## src/rtl/vec_prio_ctrl.sv

```systemverilog
module vec_prio_ctrl #(
  parameter int NVEC   = 256,
  parameter int WORD   = 32,
  parameter int MINVEC = 16
) (
  input  logic                     clk,
  input  logic                     rst_n,
  input  logic                     acc_valid,
  input  logic [$clog2(NVEC)-1:0]  acc_vector,
  input  logic                     acc_level,
  output logic                     acc_fresh,
  input  logic                     ack_req,
  output logic                     ack_grant,
  output logic [$clog2(NVEC)-1:0]  ack_vector,
  input  logic                     eoi,
  output logic                     eoi_done,
  output logic [$clog2(NVEC)-1:0]  eoi_vector,
  output logic                     eoi_level,
  input  logic                     tpr_wr,
  input  logic [3:0]               tpr_class,
  output logic [$clog2(NVEC)-1:0]  tpr,
  output logic [$clog2(NVEC)-1:0]  ppr,
  output logic                     pending,
  output logic                     has_intr
);
  localparam int VW    = $clog2(NVEC);
  localparam int CW    = 4;
  localparam int LW    = VW - CW;
  localparam int NWORD = NVEC / WORD;

  logic [NVEC-1:0] irr_q, isr_q, tmr_q;
  logic [NVEC-1:0] irr_n, isr_n, tmr_n;
  logic [VW-1:0]   tpr_q, ppr_q, ppr_nxt;
  logic            eoi_done_q, eoi_level_q;
  logic [VW-1:0]   eoi_vec_q;

  function automatic logic [VW:0] hi_find(input logic [NVEC-1:0] m);
    logic [VW:0]     r;
    logic [WORD-1:0] seg;
    r = '0;
    for (int w = 0; w < NWORD; w++) begin
      seg = m[w*WORD +: WORD];
      if (|seg)
        for (int b = 0; b < WORD; b++)
          if (seg[b]) r = {1'b1, VW'(w*WORD + b)};
    end
    return r;
  endfunction

  logic [VW:0]   irr_top, isr_top;
  logic          irr_hit, isr_hit;
  logic [VW-1:0] irr_idx, isr_idx, isrv;
  logic          acc_ok;

  assign irr_top = hi_find(irr_q);
  assign isr_top = hi_find(isr_q);
  assign irr_hit = irr_top[VW];
  assign irr_idx = irr_top[VW-1:0];
  assign isr_hit = isr_top[VW];
  assign isr_idx = isr_top[VW-1:0];
  assign isrv    = isr_hit ? isr_idx : '0;

  assign ppr_nxt = (tpr_q[VW-1:LW] >= isrv[VW-1:LW]) ? tpr_q
                                                     : {isrv[VW-1:LW], {LW{1'b0}}};

  assign acc_ok     = acc_valid && (acc_vector >= VW'(MINVEC));
  assign acc_fresh  = acc_ok && !irr_q[acc_vector];
  assign pending    = irr_hit;
  assign has_intr   = irr_hit && ({irr_idx[VW-1:LW], {LW{1'b0}}} > ppr_q)
                      && (ppr_q == ppr_nxt);
  assign ack_grant  = ack_req && has_intr;
  assign ack_vector = irr_idx;
  assign tpr        = tpr_q;
  assign ppr        = ppr_q;
  assign eoi_done   = eoi_done_q;
  assign eoi_vector = eoi_vec_q;
  assign eoi_level  = eoi_level_q;

  always_comb begin
    irr_n = irr_q;
    isr_n = isr_q;
    tmr_n = tmr_q;
    if (ack_grant) begin
      irr_n[irr_idx] = 1'b0;
      isr_n[irr_idx] = 1'b1;
    end
    if (eoi && isr_hit) isr_n[isr_idx] = 1'b0;
    if (acc_ok) begin
      irr_n[acc_vector] = 1'b1;
      tmr_n[acc_vector] = acc_level;
    end
  end

  always_ff @(posedge clk) begin
    if (!rst_n) begin
      irr_q       <= '0;
      isr_q       <= '0;
      tmr_q       <= '0;
      tpr_q       <= '0;
      ppr_q       <= '0;
      eoi_done_q  <= 1'b0;
      eoi_vec_q   <= '0;
      eoi_level_q <= 1'b0;
    end else begin
      irr_q       <= irr_n;
      isr_q       <= isr_n;
      tmr_q       <= tmr_n;
      ppr_q       <= ppr_nxt;
      if (tpr_wr) tpr_q <= {tpr_class, {LW{1'b0}}};
      eoi_done_q  <= eoi && isr_hit;
      if (eoi && isr_hit) begin
        eoi_vec_q   <= isr_idx;
        eoi_level_q <= tmr_q[isr_idx];
      end
    end
  end

  assert_fresh_pends_R2: assert property (@(posedge clk) disable iff (!rst_n)
    acc_fresh |=> pending);
  assert_intr_needs_pend_R5: assert property (@(posedge clk) disable iff (!rst_n)
    has_intr |-> pending);
  assert_ppr_floor_R6: assert property (@(posedge clk) disable iff (!rst_n)
    (ppr_q == ppr_nxt) |-> (ppr >= tpr));
  assert_grant_legal_R7: assert property (@(posedge clk) disable iff (!rst_n)
    ack_grant |-> (ack_vector >= VW'(MINVEC)));
  assert_eoi_empty_R8: assert property (@(posedge clk) disable iff (!rst_n)
    (eoi && !isr_hit) |=> !eoi_done);
  assert_tpr_load_R9: assert property (@(posedge clk) disable iff (!rst_n)
    tpr_wr |=> (tpr == {$past(tpr_class), {LW{1'b0}}}));
endmodule

```

## config.mk

```make
export PLATFORM = sky130hd
export DESIGN_NAME = vec_prio_ctrl
export DESIGN_NICKNAME = d
export VERILOG_FILES = /design/src/rtl/vec_prio_ctrl.sv
export SDC_FILE = /design/constraint.sdc
export NUM_CORES = 2
export LEC_CHECK = 0
export BUFFER_PORTS_ARGS = -buffer_cell sky130_fd_sc_hd__clkbuf_2
export CAP_MARGIN = 20
export CORE_ASPECT_RATIO = 0.6
export CORE_UTILIZATION = 55
export CTS_BUF_LIST = sky130_fd_sc_hd__clkbuf_8
export DETAILED_ROUTE_END_ITERATION = 16
export PLACE_DENSITY_LB_ADDON = 0.08
export SETUP_SLACK_MARGIN = 0.3
export SLEW_MARGIN = 30
export SYNTH_ARGS = -nofsm -noshare
export SYNTH_HDL_FRONTEND = slang
export SYNTH_SLANG_ARGS = --single-unit
```

## constraint.sdc

```tcl
create_clock -name clk -period 5.4 [get_ports clk]
set_input_delay 0.27 -clock clk [delete_from_list [all_inputs] [get_ports clk]]
set_output_delay 0.27 -clock clk [all_outputs]
set_load 0.02 [all_outputs]
```

======== After elaboration in Yosys (flattened, before gate mapping) ========
Index checks and enable logic that the tools add are counted.
storage, ports and cells
  bits in registers ....................... 790
  word-level logic and storage cells ...... 595
operators by class
  order comparisons ....................... 9
  equality and inequality tests ........... 1
  muxes and demuxes ....................... 545
  bitwise logic cells ..................... 6
  reduce and logical (&&, ||, !) cells .... 26
operator list
  cell                count
  $mux 9              528
  $mux 256            4
  $and 256x256->256   2
  $not 256->256       2
  $or 256x256->256    2
  $reduce_or 32->1    16
  $bwmux 256          1
  $lt 8x9->1 const B  3
  $demux 1 s8         3
  $ge 8x1->1 const B  3
  $bmux 1 s8          2
  $mux 8              2
  $logic_and 1x1->1   9
  $eq 8x8->1          1
  $ge 8x5->1 const B  1
  $gt 8x8->1          1
  $mux 1              5
  $ge 4x4->1          1
  $logic_not 1->1     1

======== Longest topological paths before layout ========
  word-level depth ........................ 273
  depth in mapped cells ................... 29
  mapped depth without buffers ............ 25

======== Worst setup path after synthesis ========
Ideal clock, no wire load.
  path kind ............................... register to register
  from .................................... reg isr_q[232]
  to ...................................... reg irr_q[74]
  library setup time ...................... 0.132 ns
  arrival ................................. 5.323 ns
  setup slack ............................. -0.055 ns
  cell stages (with the launch flop) ...... 24
  path buffers ............................ 4
  period minus slack after synthesis ...... 5.455 ns
  cells stage by stage .................... dfxtp_1 -> or4_1 -> or4_1 -> clkbuf_1 -> nor4_4 -> o21ai_1 -> inv_1 -> ha_1 -> a21o_1 -> a21o_1 -> a21oi_1 -> mux2i_1 -> xnor2_1 -> nand4_1 -> nor3b_2 -> nand2_2 -> inv_2 -> and3_1 -> buf_4 -> nand2_1 -> buf_4 -> buf_4 -> o31ai_1 -> a21oi_1
on the way
  word-level cells in the longest chain between the ends .. 34
  elaborated cells on any way between the ends .. 35
ends and longest elaborated chain
  element                     line  source
  start: declaration          31    logic [NVEC-1:0] irr_q, isr_q, tmr_q;
  start signal: assignment    106   isr_q <= isr_n;
  $mux 9 (24 in series)       45    if (seg[b]) r = {1'b1, VW'(w*WORD + b)};
  $mux 9 *                    43    if (|seg)
  $mux 8 *                    61    assign isrv = isr_hit ? isr_idx : '0;
  $ge 4x4->1                  63    assign ppr_nxt = (tpr_q[VW-1:LW] >= isrv[VW-1:LW]) ? tpr_q
  $mux 8 *                    63
  $eq 8x8->1 *                70    && (ppr_q == ppr_nxt);
  $logic_and 1x1->1 *         70
  named net has_intr          24    output logic has_intr
  $logic_and 1x1->1 *         71    assign ack_grant = ack_req && has_intr;
  named net ack_grant         13    output logic ack_grant,
  $mux 256 *                  83    if (ack_grant) begin
  $or 256x256->256 (no line)  n/a
  $mux 256 *                  88    if (acc_ok) begin
  end signal: assignment      105   irr_q <= irr_n;
  end: declaration            31
The timed path passes the listed nets; every way through them passes the cells marked *.
A chain may end at the register's enable or synchronous reset.

======== Worst setup path in the final report ========
  from .................................... reg isr_q[124]
  to ...................................... reg isr_q[32]
on the way
  word-level cells in the longest chain between the ends .. 146
  elaborated cells on any way between the ends .. 154
ends and longest elaborated chain
  element                      line  source
  $mux 9 (4 in series)         45
  $mux 9 *                     43
  $mux 9 (32 in series)        45
  $mux 9 *                     43
  $mux 9 (32 in series)        45
  $mux 9 *                     43
  $mux 9 (32 in series)        45
  $mux 9 *                     43
  [... 34 more ...]            n/a
  $ge 4x4->1                   63
  $mux 8                       63
  $eq 8x8->1                   70
  $logic_and 1x1->1            70
  $logic_and 1x1->1            71
  $mux 256                     83
  $and 256x256->256 (no line)  n/a
  $mux 256 *                   87    if (eoi && isr_hit) isr_n[isr_idx] = 1'b0;
Mark *: on every way between the ends. The rest lies on a longest branch, timed or not.

==> flow_metrics.env <==
export IMPL_holdWs_ps=270.5
export IMPL_holdCritPathClass="in2reg"
export IMPL_cap_violations=0
export IMPL_grt_util_all_layers_pct=53.34
export IMPL_firstDrtPassIters=13
export IMPL_ioPinCount=57
export IMPL_postPlaceCellArea_um2=46820
export IMPL_cp_arrival_ps=6510
export IMPL_cts_buffer_depth=3
export IMPL_slew_violations=0
export IMPL_cts_root_buf="clkbuf_8"
export IMPL_grt_max_degree=202
export IMPL_power_density_nw_per_um2=257.7
export IMPL_max_freq_mhz=175.2
export IMPL_fin_skew_ps=47.06
export IMPL_synth_compound_area_share_pct=24.12
export IMPL_cp_max_fo=6
export IMPL_synth_seq_cells=786
export IMPL_finalHoldViolCount=0
export IMPL_cts_htree_levels=3
export IMPL_p_leak_nw=20.57
export IMPL_dieArea_um2=77080
export IMPL_syn_inst=5161
export IMPL_synth_fa_ha_area_share_pct=0.2397
export IMPL_remaining_drc_errors=0
export IMPL_violations="negative setup slack"
export IMPL_yosysMostFrequentCell="dfxtp_1"
export IMPL_hpwlAfterDp_um=140400
export IMPL_synth_area_top_cells="dfxtp_1, nor2_1, mux2i_1"
export IMPL_r2r_slack_ps=-310
export IMPL_first_iter_violations=9313
export IMPL_cts_sinks=786
export IMPL_synthXorXnorAreaFrac_pct=0.08388
export IMPL_gp_congestion=1.076
export IMPL_min_period_over_period_pct=105.7
export IMPL_worst_pin_slew_ps=1153
export IMPL_synth_ff_type="dfxtp_1"
export IMPL_syn2layout_area_growth_pct=29.98
export IMPL_yosys_mux_area_fraction_pct=10.61
export IMPL_ant_nets=0
export IMPL_synth_area_per_cell_um2=8.092
export IMPL_dp_cells=6373
export IMPL_synth_common_cells="dfxtp_1, nor2_1, nand2_1"
export IMPL_peakVddDrop_mv=0.2584
export IMPL_ys_seq_area_share_pct=37.68
export IMPL_io_buffers=48
export IMPL_wirelength_um=215700
export IMPL_fin_area_um2=54290
export IMPL_core_region_area_um2=74380
export IMPL_cts_tree="done"
export IMPL_die_y_um=215.5
export IMPL_fin_nets=5664
export IMPL_drive_gt1_share_pct=27.49
export IMPL_routed_via_count=48850
export IMPL_total_power_mw=13.99
export IMPL_via_per_inst=7.267
export IMPL_fin_ws_ps=-306.4
export IMPL_slew_headroom_pct=22.93
export IMPL_finalNonFillerCells=6722
export IMPL_yosysUniqueCellTypes=94
export IMPL_status="finished with violations"
export IMPL_numCtsBuffers=117
export IMPL_synth_yosys_warnings=0
export IMPL_cts_reportedPaths_clkPinSlew_ps=80
export IMPL_die_w_um=357.8
export IMPL_wl_per_cell_um=32.09
export IMPL_antenna_found_initial=2
export IMPL_endpoint_kind="flop"
export IMPL_synth_top_area_share_pct=37.68
export IMPL_grt_pass1_vias=43790
export IMPL_synth_top_family_by_area="compound AO/OA/AOI/OAI gates"
export IMPL_startpoint_type="flop"
export IMPL_initial_core_util_pct=56.15
export IMPL_core_rowCount=77
export IMPL_synth_area_um2=41770
export IMPL_grt_overflow=0
export IMPL_clock_latency_ps=880
export IMPL_min_period_ps=5706
export IMPL_grt_pass1_wl_um=302600
export IMPL_crit_required_ps=6200
export IMPL_crit_type="reg2reg"
export IMPL_yosys_area_share_simple_pct=22.14
export IMPL_synth_async_reset_ratio_pct=0
export IMPL_yosys_area_top_type="dfxtp_1"
export IMPL_rsz0062_at_grt="yes"
export IMPL_synth_edf_count=0
export IMPL_setup_viol=340
[final timing paths]
check                           cells after the start          start         end
worst max-delay path                               25     isr_q[124]   isr_q[32]
worst min-delay path                                6  acc_vector[7]   tmr_q[25]
worst max register to register                     25     isr_q[124]   isr_q[32]
worst min register to register                      2     tmr_q[102]  tmr_q[102]
[metrics by stage]
stage | utilization [%] | setup WS, ps | setup TNS [ps]
final | 72.99 | -306.4 | -45630
after global placement | 62.94 | -333.4 | -4698
after global routing | 72.98 | -405.5 | -77680
after floorplan | - | 307.1 | 0
after detailed placement | 62.96 | -402.9 | -8993
after CTS | 70.56 | -100.9 | -2357
[state kept, by name, summed over array words and instances (netlist names)]
register	cells
irr_q	256
eoi_done	1
tpr	4
isr_q	256
tmr_q	256
eoi_level	1
ppr	4
eoi_vector	8
[area by class of cell]
type                            count  area [um2]
Inverter                          132       509.2
Multi-Input combinational cell   3855       27070
Clock buffer                      157        2161
Antenna cell                        2       5.005
Fill cell                        5625       20090
Sequential cell                   786       15740
Tap cell                          987        1235
Clock inverter                     58       362.8
Timing Repair Buffer              745        7208
[cells in the final DEF, fill, tap and decap left out, drive strengths merged, types with 14 or more instances in the layout]
master	n
nand2	548
o221ai	36
a31oi	105
a311oi	14
o31ai	145
dfxtp	786
nand4	26
nor2	682
o2111ai	14
nor3	278
o22ai	25
mux4	85
nor4	144
inv	174
a21oi	434
o221a	183
nand2b	32
o21bai	20
or3	30
o211ai	34
a211oi	52
buf	686
o21a	17
nor2b	21
clkbuf	205
nand3	144
and2	30
mux2	17
or4	35
mux2i	232
o21ai	296
[layer usage]
metal	GRT usage (%)	up-vias	part of all wire (%)
li1	-	20180	-
met1	73.45	22880	38
met2	64.78	4818	35
met3	31.26	969	21
met4	23.99	8	6.2
met5	1.250	-	0.098
[critical path, stage by stage (launching register included)]
cell and delay (ps):
dfxtp_1 350, nor4_1 660, nand4_1 240, or3_1 520, a21o_1 280, a21oi_2 180, o21ai_2 80, inv_2 70
ha_1 220, a21o_1 160, a21o_1 180, a21oi_4 200, mux2i_2 290, xnor2_1 150, nand4_1 160, nor3b_4 290
nand2_4 140, buf_6 150, buf_6 110, nor3_4 210, buf_6 150, buf_12 130, nand2_8 90, buf_12 190
or3_1 310, a21oi_1 130
[report_power, final]
group          switching (mW)  internal [mW]
combinational            2.13          0.624
sequential             0.0171           5.81
clock                    2.71           2.71
[kinds of logic after synthesis]
kind of cell,Yosys count
AOI/OAI and AO/OA,1482
xor gates and xnor gates,4
adders and majority gates,8
buffers and inverters,528
DFF,786
muxes,334
other,1
and+or+nand+nor,2018
[timing repair]
item	in CTS	in global routing
resized for setup	396	280
buffers inserted	69	23
hold buffers	11	0
endpoints found under the hold margin	76	0
endpoints found under the setup margin	498	527
cloned	22	5
pin swaps	85	98
Power figures use the tool's default switching activity.
